<file path="config.mk">
export PLATFORM = sky130hd
export DESIGN_NAME = nvm_cmd_sequencer
export DESIGN_NICKNAME = d
export VERILOG_FILES = /design/src/rtl/nvm_seq_pkg.sv /design/src/rtl/nvm_bus_cycle.sv /design/src/rtl/nvm_done_detect.sv /design/src/rtl/nvm_cmd_sequencer.sv
export SDC_FILE = /design/constraint.sdc
export NUM_CORES = 1
export LEC_CHECK = 0
export BUFFER_PORTS_ARGS = -buffer_cell sky130_fd_sc_hd__buf_2
export CAP_MARGIN = 20
export CORE_UTILIZATION = 50
export CTS_CLUSTER_SIZE = 14
export DETAILED_ROUTE_END_ITERATION = 12
export GPL_TIMING_DRIVEN = 0
export PLACE_DENSITY_LB_ADDON = 0.2
export SLEW_MARGIN = 5
export SYNTH_ARGS = -nofsm -noshare
export SYNTH_HDL_FRONTEND = slang
export SYNTH_HIERARCHICAL = 1
export SYNTH_SLANG_ARGS = --single-unit
</file>
<file path="constraint.sdc">
create_clock -name clk -period 6.65 [get_ports clk]
set_input_delay 0.9975 -clock clk [delete_from_list [all_inputs] [get_ports clk]]
set_output_delay 0.9975 -clock clk [all_outputs]
set_load 0.01 [all_outputs]
</file>
<file path="src/rtl/nvm_seq_pkg.sv">
`timescale 1ns/1ps
package nvm_seq_pkg;

    typedef enum logic [1:0] {
        OP_PROG = 2'd0,
        OP_SECT = 2'd1,
        OP_CHIP = 2'd2,
        OP_ID   = 2'd3
    } op_e;

    typedef enum logic [1:0] {
        ST_OK      = 2'd0,
        ST_TIMEOUT = 2'd1,
        ST_BITRISE = 2'd2
    } status_e;

    typedef enum logic [2:0] {
        S_IDLE,
        S_PREREAD,
        S_CMD,
        S_POLL,
        S_RESP
    } fsm_e;

    typedef enum logic [1:0] {
        E_IDLE,
        E_SETUP,
        E_LOW,
        E_HIGH
    } eng_e;

endpackage

</file>
<file path="src/rtl/nvm_bus_cycle.sv">
`timescale 1ns/1ps
// One asynchronous bus cycle (read or write), timed in clock cycles.
module nvm_bus_cycle
    import nvm_seq_pkg::*;
#(
    parameter int AW      = 17,
    parameter int WP_CYC  = 25,
    parameter int WPH_CYC = 25,
    parameter int RD_CYC  = 15,
    parameter int OEH_CYC = 19
) (
    input  logic          clk,
    input  logic          rst_n,
    input  logic          start,
    input  logic          wr,
    input  logic [AW-1:0] addr,
    input  logic [15:0]   wdata,
    output logic          done,
    output logic [15:0]   rdata,
    output logic [AW-1:0] fl_addr,
    output logic [15:0]   fl_dq_out,
    output logic          fl_dq_oe,
    input  logic [15:0]   fl_dq_in,
    output logic          fl_ce_n,
    output logic          fl_oe_n,
    output logic          fl_we_n
);

    localparam int MAX_A   = (WP_CYC > RD_CYC) ? WP_CYC : RD_CYC;
    localparam int MAX_B   = (WPH_CYC > OEH_CYC) ? WPH_CYC : OEH_CYC;
    localparam int MAX_CYC = (MAX_A > MAX_B) ? MAX_A : MAX_B;
    localparam int CNT_W   = $clog2(MAX_CYC + 1);

    typedef struct packed {
        eng_e          st;
        logic          wr;
        logic [AW-1:0] addr;
        logic [15:0]   wdata;
        logic [CNT_W-1:0] cnt;
        logic [15:0]   rdata;
    } eng_t;

    eng_t q, d;
    logic [CNT_W-1:0] low_last, high_last;

    always_comb begin
        low_last  = q.wr ? CNT_W'(WP_CYC - 1)  : CNT_W'(RD_CYC - 1);
        high_last = q.wr ? CNT_W'(WPH_CYC - 1) : CNT_W'(OEH_CYC - 1);
        d    = q;
        done = 1'b0;
        case (q.st)
            E_IDLE: begin
                if (start) begin
                    d.st    = E_SETUP;
                    d.wr    = wr;
                    d.addr  = addr;
                    d.wdata = wdata;
                    d.cnt   = '0;
                end
            end
            E_SETUP: d.st = E_LOW;
            E_LOW: begin
                if (q.cnt == low_last) begin
                    d.st  = E_HIGH;
                    d.cnt = '0;
                    if (!q.wr) d.rdata = fl_dq_in;
                end else begin
                    d.cnt = q.cnt + 1'b1;
                end
            end
            E_HIGH: begin
                if (q.cnt == high_last) begin
                    d.st = E_IDLE;
                    done = 1'b1;
                end else begin
                    d.cnt = q.cnt + 1'b1;
                end
            end
            default: d.st = E_IDLE;
        endcase
    end

    always_ff @(posedge clk) begin
        if (!rst_n) begin
            q <= '{st: E_IDLE, wr: 1'b0, addr: '0, wdata: '0, cnt: '0, rdata: '0};
        end else begin
            q <= d;
        end
    end

    assign rdata     = q.rdata;
    assign fl_addr   = q.addr;
    assign fl_dq_out = q.wdata;
    assign fl_dq_oe  = (q.st != E_IDLE) && q.wr;
    assign fl_ce_n   = (q.st != E_LOW);
    assign fl_we_n   = !((q.st == E_LOW) && q.wr);
    assign fl_oe_n   = !((q.st == E_LOW) && !q.wr);

    // Low-time counter used only by the pulse width check.
    logic [CNT_W:0] we_low_q;
    always_ff @(posedge clk) begin
        if (!rst_n)        we_low_q <= '0;
        else if (!fl_we_n) we_low_q <= we_low_q + 1'b1;
        else               we_low_q <= '0;
    end


    we_width_chk: assert property (@(posedge clk) disable iff (!rst_n)
        $rose(fl_we_n) |-> we_low_q >= (CNT_W+1)'(WP_CYC));

    oe_high_in_write_chk: assert property (@(posedge clk) disable iff (!rst_n)
        !fl_we_n |-> fl_oe_n && !fl_ce_n);

    start_when_idle_chk: assert property (@(posedge clk) disable iff (!rst_n)
        start |-> q.st == E_IDLE);

endmodule

</file>
<file path="src/rtl/nvm_done_detect.sv">
`timescale 1ns/1ps
// Completion decision from one status read and the previous one.
module nvm_done_detect (
    input  logic       toggle_mode,
    input  logic       is_erase,
    input  logic       exp_b7,
    input  logic [7:6] rd_bits,
    input  logic       prev_vld,
    input  logic       prev_b6,
    output logic       complete
);

    always_comb begin
        if (toggle_mode) begin
            complete = prev_vld && (rd_bits[6] == prev_b6);
        end else if (is_erase) begin
            complete = rd_bits[7];
        end else begin
            complete = (rd_bits[7] == exp_b7);
        end

        toggle_prev_chk: assert (!(toggle_mode && complete) || prev_vld);
    end

endmodule

</file>
<file path="src/rtl/nvm_cmd_sequencer.sv">
`timescale 1ns/1ps
module nvm_cmd_sequencer
    import nvm_seq_pkg::*;
#(
    parameter int AW            = 17,
    parameter int CLK_NS        = 8,
    parameter int WP_NS         = 200,
    parameter int WPH_NS        = 200,
    parameter int RD_NS         = 120,
    parameter int OEH_NS        = 150,
    parameter int TIMEOUT_POLLS = 4096
) (
    input  logic          clk,
    input  logic          rst_n,
    input  logic          req_valid,
    output logic          req_ready,
    input  logic [1:0]    req_op,
    input  logic [AW-1:0] req_addr,
    input  logic [15:0]   req_data,
    input  logic          req_toggle,
    output logic          rsp_valid,
    output logic [1:0]    rsp_status,
    output logic [15:0]   rsp_data,
    output logic [AW-1:0] fl_addr,
    output logic [15:0]   fl_dq_out,
    output logic          fl_dq_oe,
    input  logic [15:0]   fl_dq_in,
    output logic          fl_ce_n,
    output logic          fl_oe_n,
    output logic          fl_we_n
);

    localparam int WP_CYC  = (WP_NS  + CLK_NS - 1) / CLK_NS;
    localparam int WPH_CYC = (WPH_NS + CLK_NS - 1) / CLK_NS;
    localparam int RD_CYC  = (RD_NS  + CLK_NS - 1) / CLK_NS;
    localparam int OEH_CYC = (OEH_NS + CLK_NS - 1) / CLK_NS;
    localparam int PCW     = $clog2(TIMEOUT_POLLS + 1);
    localparam logic [AW-1:0] A_5555 = AW'(17'h05555);
    localparam logic [AW-1:0] A_2AAA = AW'(17'h02AAA);

    typedef struct packed {
        logic          rd;
        logic [AW-1:0] a;
        logic [15:0]   w;
    } cmd_t;

    typedef struct packed {
        fsm_e          st;
        op_e           op;
        logic [AW-1:0] addr;
        logic [15:0]   data;
        logic          tog;
        logic [2:0]    step;
        logic          launched;
        logic [PCW-1:0] poll_cnt;
        logic          prev_vld;
        logic          prev_b6;
        status_e       status;
        logic [15:0]   rdata;
    } seq_t;

    function automatic cmd_t cmd_word(op_e op, logic [2:0] step,
                                      logic [AW-1:0] a, logic [15:0] w);
        cmd_t c;
        c.rd = 1'b0;
        c.a  = A_5555;
        c.w  = 16'h00AA;
        case (step)
            3'd0: ;
            3'd1: begin c.a = A_2AAA; c.w = 16'h0055; end
            3'd2: c.w = (op == OP_PROG) ? 16'h00A0 : (op == OP_ID) ? 16'h0090 : 16'h0080;
            3'd3: begin
                if (op == OP_PROG)    begin c.a = a;  c.w = w; end
                else if (op == OP_ID) begin c.a = '0; c.rd = 1'b1; end
            end
            3'd4: begin
                if (op == OP_ID) begin c.a = AW'(1); c.rd = 1'b1; end
                else begin c.a = A_2AAA; c.w = 16'h0055; end
            end
            default: begin
                if (op == OP_ID)        begin c.a = '0; c.w = 16'h00F0; end
                else if (op == OP_SECT) begin c.a = a;  c.w = 16'h0030; end
                else                    c.w = 16'h0010;
            end
        endcase
        return c;
    endfunction

    seq_t q, d;
    cmd_t cw;
    logic          eng_start, eng_wr, eng_done, complete;
    logic [AW-1:0] eng_addr;
    logic [15:0]   eng_wdata, eng_rdata;
    logic [2:0]    last_step;

    nvm_bus_cycle #(
        .AW(AW), .WP_CYC(WP_CYC), .WPH_CYC(WPH_CYC),
        .RD_CYC(RD_CYC), .OEH_CYC(OEH_CYC)
    ) u_bus (
        .clk(clk), .rst_n(rst_n),
        .start(eng_start), .wr(eng_wr), .addr(eng_addr), .wdata(eng_wdata),
        .done(eng_done), .rdata(eng_rdata),
        .fl_addr(fl_addr), .fl_dq_out(fl_dq_out), .fl_dq_oe(fl_dq_oe),
        .fl_dq_in(fl_dq_in), .fl_ce_n(fl_ce_n), .fl_oe_n(fl_oe_n), .fl_we_n(fl_we_n)
    );

    nvm_done_detect u_det (
        .toggle_mode(q.tog),
        .is_erase(q.op != OP_PROG),
        .exp_b7(q.data[7]),
        .rd_bits(eng_rdata[7:6]),
        .prev_vld(q.prev_vld),
        .prev_b6(q.prev_b6),
        .complete(complete)
    );

    always_comb begin
        d         = q;
        cw        = cmd_word(q.op, q.step, q.addr, q.data);
        last_step = (q.op == OP_PROG) ? 3'd3 : 3'd5;
        eng_start = 1'b0;
        eng_wr    = 1'b0;
        eng_addr  = q.addr;
        eng_wdata = q.data;
        case (q.st)
            S_IDLE: begin
                if (req_valid) begin
                    d.op       = op_e'(req_op);
                    d.addr     = req_addr;
                    d.data     = req_data;
                    d.tog      = req_toggle;
                    d.step     = '0;
                    d.launched = 1'b0;
                    d.poll_cnt = '0;
                    d.prev_vld = 1'b0;
                    d.prev_b6  = 1'b0;
                    d.status   = ST_OK;
                    d.rdata    = '0;
                    d.st       = (op_e'(req_op) == OP_PROG) ? S_PREREAD : S_CMD;
                end
            end
            S_PREREAD: begin
                eng_start  = !q.launched;
                d.launched = 1'b1;
                if (eng_done) begin
                    d.launched = 1'b0;
                    d.rdata    = eng_rdata;
                    if (|(~eng_rdata & q.data)) begin
                        d.status = ST_BITRISE;
                        d.st     = S_RESP;
                    end else begin
                        d.st = S_CMD;
                    end
                end
            end
            S_CMD: begin
                eng_start  = !q.launched;
                eng_wr     = !cw.rd;
                eng_addr   = cw.a;
                eng_wdata  = cw.w;
                d.launched = 1'b1;
                if (eng_done) begin
                    d.launched = 1'b0;
                    if (cw.rd && q.step == 3'd3) d.rdata[7:0]  = eng_rdata[7:0];
                    if (cw.rd && q.step == 3'd4) d.rdata[15:8] = eng_rdata[7:0];
                    if (q.step == last_step) begin
                        d.st = (q.op == OP_ID) ? S_RESP : S_POLL;
                    end else begin
                        d.step = q.step + 1'b1;
                    end
                end
            end
            S_POLL: begin
                eng_start  = !q.launched;
                d.launched = 1'b1;
                if (eng_done) begin
                    d.launched = 1'b0;
                    d.poll_cnt = q.poll_cnt + 1'b1;
                    d.rdata    = eng_rdata;
                    d.prev_vld = 1'b1;
                    d.prev_b6  = eng_rdata[6];
                    if (complete) begin
                        d.status = ST_OK;
                        d.st     = S_RESP;
                    end else if (q.poll_cnt + 1'b1 == PCW'(TIMEOUT_POLLS)) begin
                        d.status = ST_TIMEOUT;
                        d.st     = S_RESP;
                    end
                end
            end
            S_RESP:  d.st = S_IDLE;
            default: d.st = S_IDLE;
        endcase
    end

    always_ff @(posedge clk) begin
        if (!rst_n) begin
            q <= '{st: S_IDLE, op: OP_PROG, addr: '0, data: '0, tog: 1'b0,
                   step: '0, launched: 1'b0, poll_cnt: '0, prev_vld: 1'b0,
                   prev_b6: 1'b0, status: ST_OK, rdata: '0};
        end else begin
            q <= d;
        end
    end

    assign req_ready  = (q.st == S_IDLE);
    assign rsp_valid  = (q.st == S_RESP);
    assign rsp_status = q.status;
    assign rsp_data   = q.rdata;


    busy_no_accept_chk: assert property (@(posedge clk) disable iff (!rst_n)
        req_valid && req_ready |=> !req_ready);

    single_rsp_chk: assert property (@(posedge clk) disable iff (!rst_n)
        rsp_valid |=> !rsp_valid && req_ready);

    timeout_count_chk: assert property (@(posedge clk) disable iff (!rst_n)
        rsp_valid && rsp_status == ST_TIMEOUT |-> q.poll_cnt == PCW'(TIMEOUT_POLLS));

    bitrise_no_write_chk: assert property (@(posedge clk) disable iff (!rst_n)
        rsp_valid && rsp_status == ST_BITRISE |-> q.op == OP_PROG && q.step == 3'd0);

endmodule

</file>
* Word level (Yosys, flattened, before mapping) *
Index checks and enable logic that the tools add are counted.

cells by class
  mux-type cells = 60
  bitwise operators = 3
  add/subtract/negate cells = 3
  reductions and logical operators = 38
  equality and inequality tests = 34

operators with widths
  cell                                                             count
  16-bit one-hot mux with 5 select lines                           1
  76-bit two-way mux                                               1
  17-bit one-hot mux with 4 select lines                           1
  16-bit one-hot mux with 4 select lines                           1
  17-bit two-way mux                                               3
  16-bit two-way mux                                               3
  41-bit two-way mux                                               1
  18-bit two-way mux                                               2
  34-bit two-way mux                                               1
  33-bit two-way mux                                               1
  3-bit two-way mux                                                10
  15-bit one-hot mux with 2 select lines                           1
  8-bit two-way mux                                                3
  2-bit inequality test, second input constant                     12
  6-bit AND reduction                                              4
  5-bit two-way mux                                                4
  16-bit AND                                                       1
  16-bit NOT                                                       1
  16-bit OR reduction                                              1
  5-bit one-hot mux with 3 select lines                            1
  14-bit two-way mux                                               1
  13-bit by 1-bit adder with 13-bit output, second input constant  1
  13-bit == test, second input constant                            1
  3-bit by 2-bit == test with 1-bit output, second input constant  4
  other kinds (34)                                                 78

word-level totals
  register bits after elaboration = 133
  bits of input ports = 55
  output and inout port bits = 57

* Logic depth before layout (Yosys ltp) *
Gate-level depths: netlist of run 1.

  depth after elaboration = 8
  depth in mapped cells = 12
  mapped depth without buffers = 10

* Cells and area by module *
Netlist of run 1, hierarchy kept.

modules (own cells, without submodules)
  module             cells each  instances  area an instance (um2)
  nvm_cmd_sequencer  619         1          4620.7
  nvm_bus_cycle      312         1          2783.9
  nvm_done_detect    6           1          35.0

* Worst setup path after synthesis of run 1 *
Ideal clock, no wire load.

  path type = register -> register
  from = reg u_bus/q[17] (netlist bit)
  to = reg q (netlist bit rsp_data[7])
  cell stages (with the launch flop) = 9
  arrival time = 2200 ps
  setup time = 70 ps
  required time = 6580 ps
  slack = 4379 ps
  clock period less this slack = 2271 ps
  cells stage by stage = dfxtp_1 -> or3b_4 -> a2111oi_4 -> clkbuf_4 -> inv_1 -> a21oi_2 -> nor2_1 -> nand3b_1 -> a21oi_1

between the ends
  word-level cells in the longest chain between the ends = 5
  elaborated cells between the ends (all ways) = 7
  those cells by class = eq/ne: 4; mux: 2; reduce/logical: 1

RTL lines
  element                                 RTL line                  RTL
  from (decl)                             nvm_bus_cycle.sv:43       eng_t q, d;
  from (signal assigned)                  nvm_bus_cycle.sv:85       q <= '{st: E_IDLE, wr: 1'b0, addr: '0, wdata: '0, cnt: '0, rdata: '0};
  5-bit == test *                         nvm_bus_cycle.sv:72       if (q.cnt == high_last) begin
  1-bit two-way mux *                     nvm_bus_cycle.sv:72
  1-bit two-way mux *                     nvm_bus_cycle.sv:51       case (q.st)
  net eng_done                            nvm_cmd_sequencer.sv:91   logic eng_start, eng_wr, eng_done, complete;
  2-bit inequality test (no source line)  -
  6-bit AND reduction (no source line) *  -
  to (signal assigned)                    nvm_cmd_sequencer.sv:198  q <= '{st: S_IDLE, op: OP_PROG, addr: '0, data: '0, tog: 1'b0,
  to (decl)                               nvm_cmd_sequencer.sv:89   seq_t q, d;

Mark *: on every way through the listed nets, which the timed path passes. The rest lies on a longest branch.
A chain may end at the register's enable or synchronous reset.

* Final worst setup path of run 1 *
  from = reg u_bus/q[56] (netlist bit)
  to = reg q (netlist bit rsp_data[2])

between the ends
  word-level cells in the longest chain between the ends = 4
  elaborated cells between the ends (all ways) = 6
  those cells by class = eq/ne: 4; mux: 1; reduce/logical: 1

RTL lines
  element                                 RTL line
  2-bit == test *                         nvm_bus_cycle.sv:51
  1-bit two-way mux *                     nvm_bus_cycle.sv:51
  net eng_done                            nvm_cmd_sequencer.sv:91
  2-bit inequality test (no source line)  -
  6-bit AND reduction (no source line) *  -

Marked as above.

==> results of run 1 <==
[cells in the final DEF (no fill, tap or decap), drive strengths merged, types with 3 or more instances in the layout]
master,count
buf,194
nand2,188
dfxtp,133
a21oi,75
clkbuf,68
nor2,41
a21boi,36
o21ai,34
inv,31
nor2b,26
mux2i,23
nor3,22
o21a,20
nand3,18
and2,14
nand2b,12
a22oi,11
ha,11
o22a,8
a31oi,8
nand3b,7
a21o,5
xnor2,5
o211ai,4
o31ai,4
o22ai,4
and3,4
clkinvlp,4
nand4,4
and4,4
nor4,4
or3,3
a311oi,3
nand4b,3
clkinv,3
[stage by stage]
step	hold WS [ps]	std cells	setup WS (ps)	util [%]	power (mW)
floorplan	432	937	4380	-	1.18
global placement	444	1232	3840	56.6	1.31
detailed placement	447	1232	3820	56.6	1.32
CTS	456	1264	3790	60.8	2.27
global route	487	1264	3520	60.8	2.37
finish	457	1264	3760	60.8	2.26
[worst paths after layout]
path	to	from	slack (ps)	depth (start not counted)
setup / recovery	rsp_data[2]	u_bus/q[56]	3760	10
hold / removal	q[65]	q[65]	460	2
setup reg to reg	rsp_data[2]	u_bus/q[56]	3760	10
hold reg to reg	q[65]	q[65]	460	2
[routing by layer]
| layer | track usage, % | up-vias | part of all wire, % |
|---|---|---|---|
| li1 | - | 3422 | - |
| met1 | 36.1 | 3136 | 47 |
| met2 | 41.6 | 223 | 45 |
| met3 | 4.53 | 28 | 5.7 |
| met4 | 9.60 | 0 | 2.0 |
| met5 | 0 | - | 0 |
[logic make-up (layout without fill, tap and decap cells)]
| kind of cell | Yosys count | after routing | synth area share (%) |
|---|---|---|---|
| DFF | 133 | 133 | 35.8 |
| and+or+nand+nor | 362 | 362 | 23.7 |
| adders and majority gates | 11 | 11 | 1.85 |
| buffers and inverters | 159 | 302 | 12.6 |
| muxes | 25 | 25 | 3.45 |
| AOI/OAI and AO/OA | 241 | 241 | 21.8 |
| xor gates and xnor gates | 6 | 6 | 0.706 |
[power by group through the flow]
stage	logic (mW)	registers (mW)	clock network, mW
after global routing	0.484	0.881	1.00
after global placement	0.421	0.890	0
final	0.433	0.875	0.953
after floorplan	0.303	0.880	0
after CTS	0.430	0.875	0.965
after detailed placement	0.427	0.891	0
[critical path, delay by kind of cell, from the launching register on]
family | cells | cell delay (ps)
simple gates | 4 | 610
buf+inv | 2 | 420
compound gates | 2 | 1010
fa+ha+maj | 1 | 320
mux | 1 | 100
flops | 1 | 370
[registers in the layout, summed over array words and instances, names as in the netlist]
name             count
q                   58
u_bus/fl_addr       17
rsp_data            16
rsp_status           2
u_bus/fl_dq_out     16
u_bus/q              8
u_bus/rdata         16
[final cells by class]
cell class                      instances  area (um2)
Inverter                               30         113
Fill cell                            1338        5700
Timing Repair Buffer                  111         556
Clock inverter                         10         121
Multi-Input combinational cell        645        3840
Buffer                                129         828
Sequential cell                       133        2660
Clock buffer                           22         484
Tap cell                              184         230
==> impl_metrics.json, run 1 <==
{
  "status": "completed",
  "start_util_pct": 51.2,
  "clockRootBuffer": "clkbuf_16",
  "intPower_mw": 1.59,
  "final_period_minus_worst_setup_slack_ps": 2890,
  "syn_area_per_cell_um2": 7.94,
  "drive_gt1_share_pct": 23.2,
  "cellPowerDensity_nw_per_um2": 256,
  "post_cts_resized": 0,
  "first_global_vias": 6079,
  "async_flop_share_pct": 0,
  "cp_cell_sequence": "ha_1 > nand2b_1 > a2111oi_4 > clkbuf_4 > inv_1 > a21oi_2 > nor2_1 > nor2_1 > mux2i_1 > nor2_1",
  "fin_nets": 1133,
  "synth_top_cells_by_count": "nand2_1, dfxtp_1, a21oi_1",
  "yosysMostFrequentCell": "nand2_1",
  "viasPerCell": 5.39,
  "skew_ps": 6.45,
  "io_pins": 112,
  "syn-cell-area_um2": 7440,
  "path_class": "flip-flop to flip-flop",
  "worstPathArrival_ps": 3250,
  "grt-ovfl-total": 0,
  "cts.sinks": 133,
  "vias": 6809,
  "combPwrFrac_pct": 19.1,
  "finalWirelength_um": 19700,
  "synth_cells": 937,
  "wl_per_cell_um": 15.6,
  "relSlewSlack_pct": 41.2,
  "cpMostUsedCell": "nor2_1",
  "design_area_um2": 8830,
  "finalSetupViolCount": 0,
  "maxCapViolCount": 0,
  "p_seq_share_pct": 38.7,
  "dieArea_um2": 15400,
  "cpPeakStageDelay_ps": 640,
  "slew_viol_final": 0,
  "cp_slowest_cell": "a2111oi_4",
  "swShare_pct": 29.5,
  "rsz0062_at_grt": "no",
  "drt_iter0_markers": 532,
  "place_congestion": 0.895,
  "ys_seq_area_share_pct": 35.8,
  "ys_ff_latch": 133,
  "grt_max_degree": 17,
  "synth_edf_count": 0,
  "place_area_um2": 8230,
  "cts_buffers": 17,
  "synthTopCellsByArea": "dfxtp_1, nand2_1, buf_4",
  "yosys.cell_types.count": 82,
  "hold_buffers": 0,
  "die_w_um": 124,
  "dp_hpwl_um": 14200,
  "htree_levels": 4,
  "p_switching_uw": 666,
  "grt_pass1_wl_um": 30900,
  "peakVddDrop_uv": 190,
  "syn_to_final_growth_pct": 18.7,
  "synth_fp_nets": 1003,
  "dr.pass1.iters": 7,
  "coreArea_um2": 14500,
  "antenna_found_initial": 0,
  "cp_max_fo": 10,
  "ant_nets": 0,
  "required_ps": 7010,
  "cts_tree": "built",
  "period_share_pct": 43.5,
  "chipHeight_um": 124,
  "rows": 44,
  "cts_buffer_depth": 2,
  "clkPwrFrac_pct": 42.2,
  "post-synth-top-area-cell": "dfxtp_1",
  "worst_setup_path_start_kind": "flip-flop",
  "fmax_mhz": 346,
  "hp-class": "flip-flop to flip-flop",
  "clk_latency_ps": 430,
  "tns_ps": 0,
  "leakage_nw": 3.74,
  "post-route-drc-count": 0,
  "end_kind": "flip-flop",
  "final_hold_viol_count": 0,
  "yosysTopAreaCellShare_pct": 35.8,
  "insertedDiodeCount": 0,
  "track_usage_pct": 26.4,
  "path_clk_slew_ps": 60,
  "cts_setup_buffers": 0,
  "worst_pin_slew_ps": 875,
  "io_buffers": 111,
  "ys_warn_count": 6,
  "synth_flop_cell": "dfxtp_1"
}
(Power assumes the default switching activity.)
==> run 2: changes to the inputs <==
--- a/config.mk
+++ b/config.mk
@@ -5,6 +5,7 @@
 export SDC_FILE = /design/constraint.sdc
 export NUM_CORES = 1
 export LEC_CHECK = 0
+export ABC_AREA = 1
 export BUFFER_PORTS_ARGS = -buffer_cell sky130_fd_sc_hd__buf_2
 export CAP_MARGIN = 20
 export CORE_UTILIZATION = 50
==> constraint.sdc (replaced) <==
create_clock -name clk -period 2.9 [get_ports clk]
set_input_delay 0.435 -clock clk [delete_from_list [all_inputs] [get_ports clk]]
set_output_delay 0.435 -clock clk [all_outputs]
set_load 0.01 [all_outputs]
==> impl_metrics.json, run 2 <==
{
  "synth_fp_nets": 1064,
  "holdWs_ps": 292,
  "final_period_minus_worst_setup_slack_ps": 2420,
  "ys_ff_latch": 133,
  "synth_flop_cell": "dfxtp_1",
  "ys_seq_area_share_pct": 38.4,
  "fin_nets": 1194,
  "cts_buffer_depth": 2,
  "syn-cell-area_um2": 6940,
  "finish.utilization_pct": 62.0,
  "post-route-drc-count": 0,
  "p_switching_mw": 2.46,
  "required_ps": 3200,
  "async_flop_share_pct": 0,
  "finalSetupViolCount": 0,
  "final_cell_mix": "nand2_1, nor2_1, dfxtp_1",
  "hp-class": "primary input to flip-flop",
  "worst_setup_path_start_kind": "flip-flop",
  "grt_max_degree": 17,
  "insertedDiodeCount": 0,
  "status": "completed",
  "tns_ps": 0,
  "syn_to_final_growth_pct": 19.9,
  "rsz0062_at_grt": "no",
  "combPwrFrac_pct": 34.8,
  "first_global_vias": 6109,
  "maxCapViolCount": 0,
  "ys_warn_count": 6,
  "post-synth-top-area-cell": "dfxtp_1",
  "yosysTopAreaCellShare_pct": 38.4,
  "nFillCells": 1253,
  "die_w_um": 120,
  "cts_tree": "built",
  "chipHeight_um": 120,
  "coreArea_um2": 13400,
  "p_seq_share_pct": 33.1,
  "hold_buffers": 0,
  "fmax_mhz": 414,
  "io_pins": 112,
  "cellPowerDensity_nw_per_um2": 825,
  "wl_per_cell_um": 13.9,
  "finalWirelength_um": 18200,
  "period_share_pct": 83.4,
  "dr.pass1.iters": 6,
  "leakage_nw": 3.67,
  "peakVddDrop_uv": 587,
  "cpPeakStageDelay_ps": 420,
  "critical_path.startpoint": "q[34]",
  "track_usage_pct": 26.1,
  "clk_latency_ps": 420,
  "worstPathArrival_ps": 2720,
  "drive_gt1_share_pct": 22.3,
  "crit_buf_inv": 1,
  "syn_area_per_cell_um2": 6.95,
  "vias": 6731,
  "rows": 42,
  "intPower_mw": 4.40,
  "cts_setup_buffers": 0,
  "synth_top_cells_by_count": "nand2_1, nor2_1, dfxtp_1",
  "dieArea_um2": 14300,
  "multiInputGateArea_um2": 3170,
  "yosysMostFrequentCell": "nand2_1",
  "cts_buffers": 17,
  "place_congestion": 0.915,
  "post_cts_resized": 0,
  "largest_reg_flops": 58,
  "htree_levels": 4,
  "path_class": "flip-flop to flip-flop",
  "r2r_start": "q[34]",
  "start_util_pct": 51.8,
  "final_hold_viol_count": 0,
  "cp_top_family": "simple AND/OR/NAND/NOR gates",
  "worst_pin_slew_ps": 656,
  "relSlewSlack_pct": 56.2,
  "grt_pass1_wl_um": 29500,
  "clockRootBuffer": "clkbuf_16",
  "synth_edf_count": 0,
  "swShare_pct": 35.9,
  "cp_cell_sequence": "inv_1 > ha_1 > nand2_1 > nand2_1 > nor2_1 > nand2_1 > nor2_1 > o21ai_0 > o211ai_1 > o21ai_0 > o21ai_0 > nor2_1",
  "io_buffers": 111,
  "path_clk_slew_ps": 50,
  "antenna_found_initial": 0,
  "dp_hpwl_um": 13400,
  "layout.cells.most_common": "nand2_1",
  "yosys.cell_types.count": 43,
  "hold_start": "fl_dq_in[3]",
  "synth_cells": 998,
  "drt_iter0_markers": 395,
  "viasPerCell": 5.11,
  "cp_max_fo": 9,
  "clkPwrFrac_pct": 32.0,
  "ant_nets": 0,
  "skew_ps": 9.12,
  "largest-register": "q",
  "cp_slowest_cell": "dfxtp_1",
  "synthTopCellsByArea": "dfxtp_1, o21ai_0, nand2_1",
  "slew_viol_final": 0,
  "end_kind": "flip-flop",
  "regArea_um2": 2660,
  "grt-ovfl-total": 0,
  "cts.sinks": 133
}
-- run 2: cell types whose count changed in the layout (fill, tap and decap cells not counted), sizes merged, moves of 26 or more --
cell    before  now
nand2      188  158
o21ai       34  128
a21boi      36    0
a21oi       75  102
inv         31  105
nor2b       26    0
nor2        41  157
-- run 2: power by group through the flow --
| stage | registers (mW) | clock network (mW) | logic [mW] |
|---|---|---|---|
| after detailed placement | 2.31 | 0 | 2.37 |
| after CTS | 2.27 | 2.21 | 2.38 |
| final | 2.27 | 2.20 | 2.39 |
| after floorplan | 2.27 | 0 | 1.75 |
| after global routing | 2.30 | 2.30 | 2.68 |
| after global placement | 2.30 | 0 | 2.33 |
-- run 2: final cells by class --
type                       count  area share, %
clock inverter                 8           1.49
multi-input combinational    649           38.2
buffer                       109           8.41
timing repair buffer         111           6.68
inverter                     107           4.83
tap                          176           2.65
sequential                   133           32.0
clock buffer                  23           5.75
-- run 2: worst min-delay path, stage by stage --
cell     delay, ps
buf_2           70
o21ai_0         70
a21oi_1        100
-- run 2: logic make-up after synthesis --
logic type,synth area share (%)
simple gates,21.4
compound gates,21.6
buf+inv,15.9
flops,38.4
fa+ha+maj,1.98
xor+xnor,0.758
-- run 2: per-stage QoR --
stage / cells / total power [mW] / instance area, um2 / setup slack [ps]
2_1_floorplan: 998 / 4.02 / 6940 / 959
3_3_place_gp: 1285 / 4.64 / 7710 / 556
3_5_place_dp: 1285 / 4.67 / 7710 / 520
4_1_cts: 1316 / 6.87 / 8310 / 471
5_1_grt: 1316 / 7.28 / 8310 / 147
6_report: 1316 / 6.86 / 8310 / 482
-- run 2: path summary, 6_finish.rpt --
| kind | to | slack, ps | cells after the start |
|---|---|---|---|
| setup / recovery | u_bus/fl_addr[8] | 480 | 12 |
| hold / removal | u_bus/rdata[3] | 290 | 3 |
| setup reg to reg | u_bus/fl_addr[8] | 480 | 12 |
| hold reg to reg | u_bus/rdata[3] | 440 | 2 |
-- run 2: per-layer routing --
| metal | vias to the layer above | share of wire (%) | global-route usage [%] | wire length [um] |
|---|---|---|---|---|
| met3 | 23 | 5.7 | 5.09 | 1040 |
| met2 | 220 | 47 | 43.5 | 8540 |
| met4 | 0 | 1.4 | 7.19 | 253 |
| li1 | 3451 | - | - | - |
| met1 | 3037 | 46 | 34.5 | 8410 |
| met5 | - | 0 | 0 | 0 |
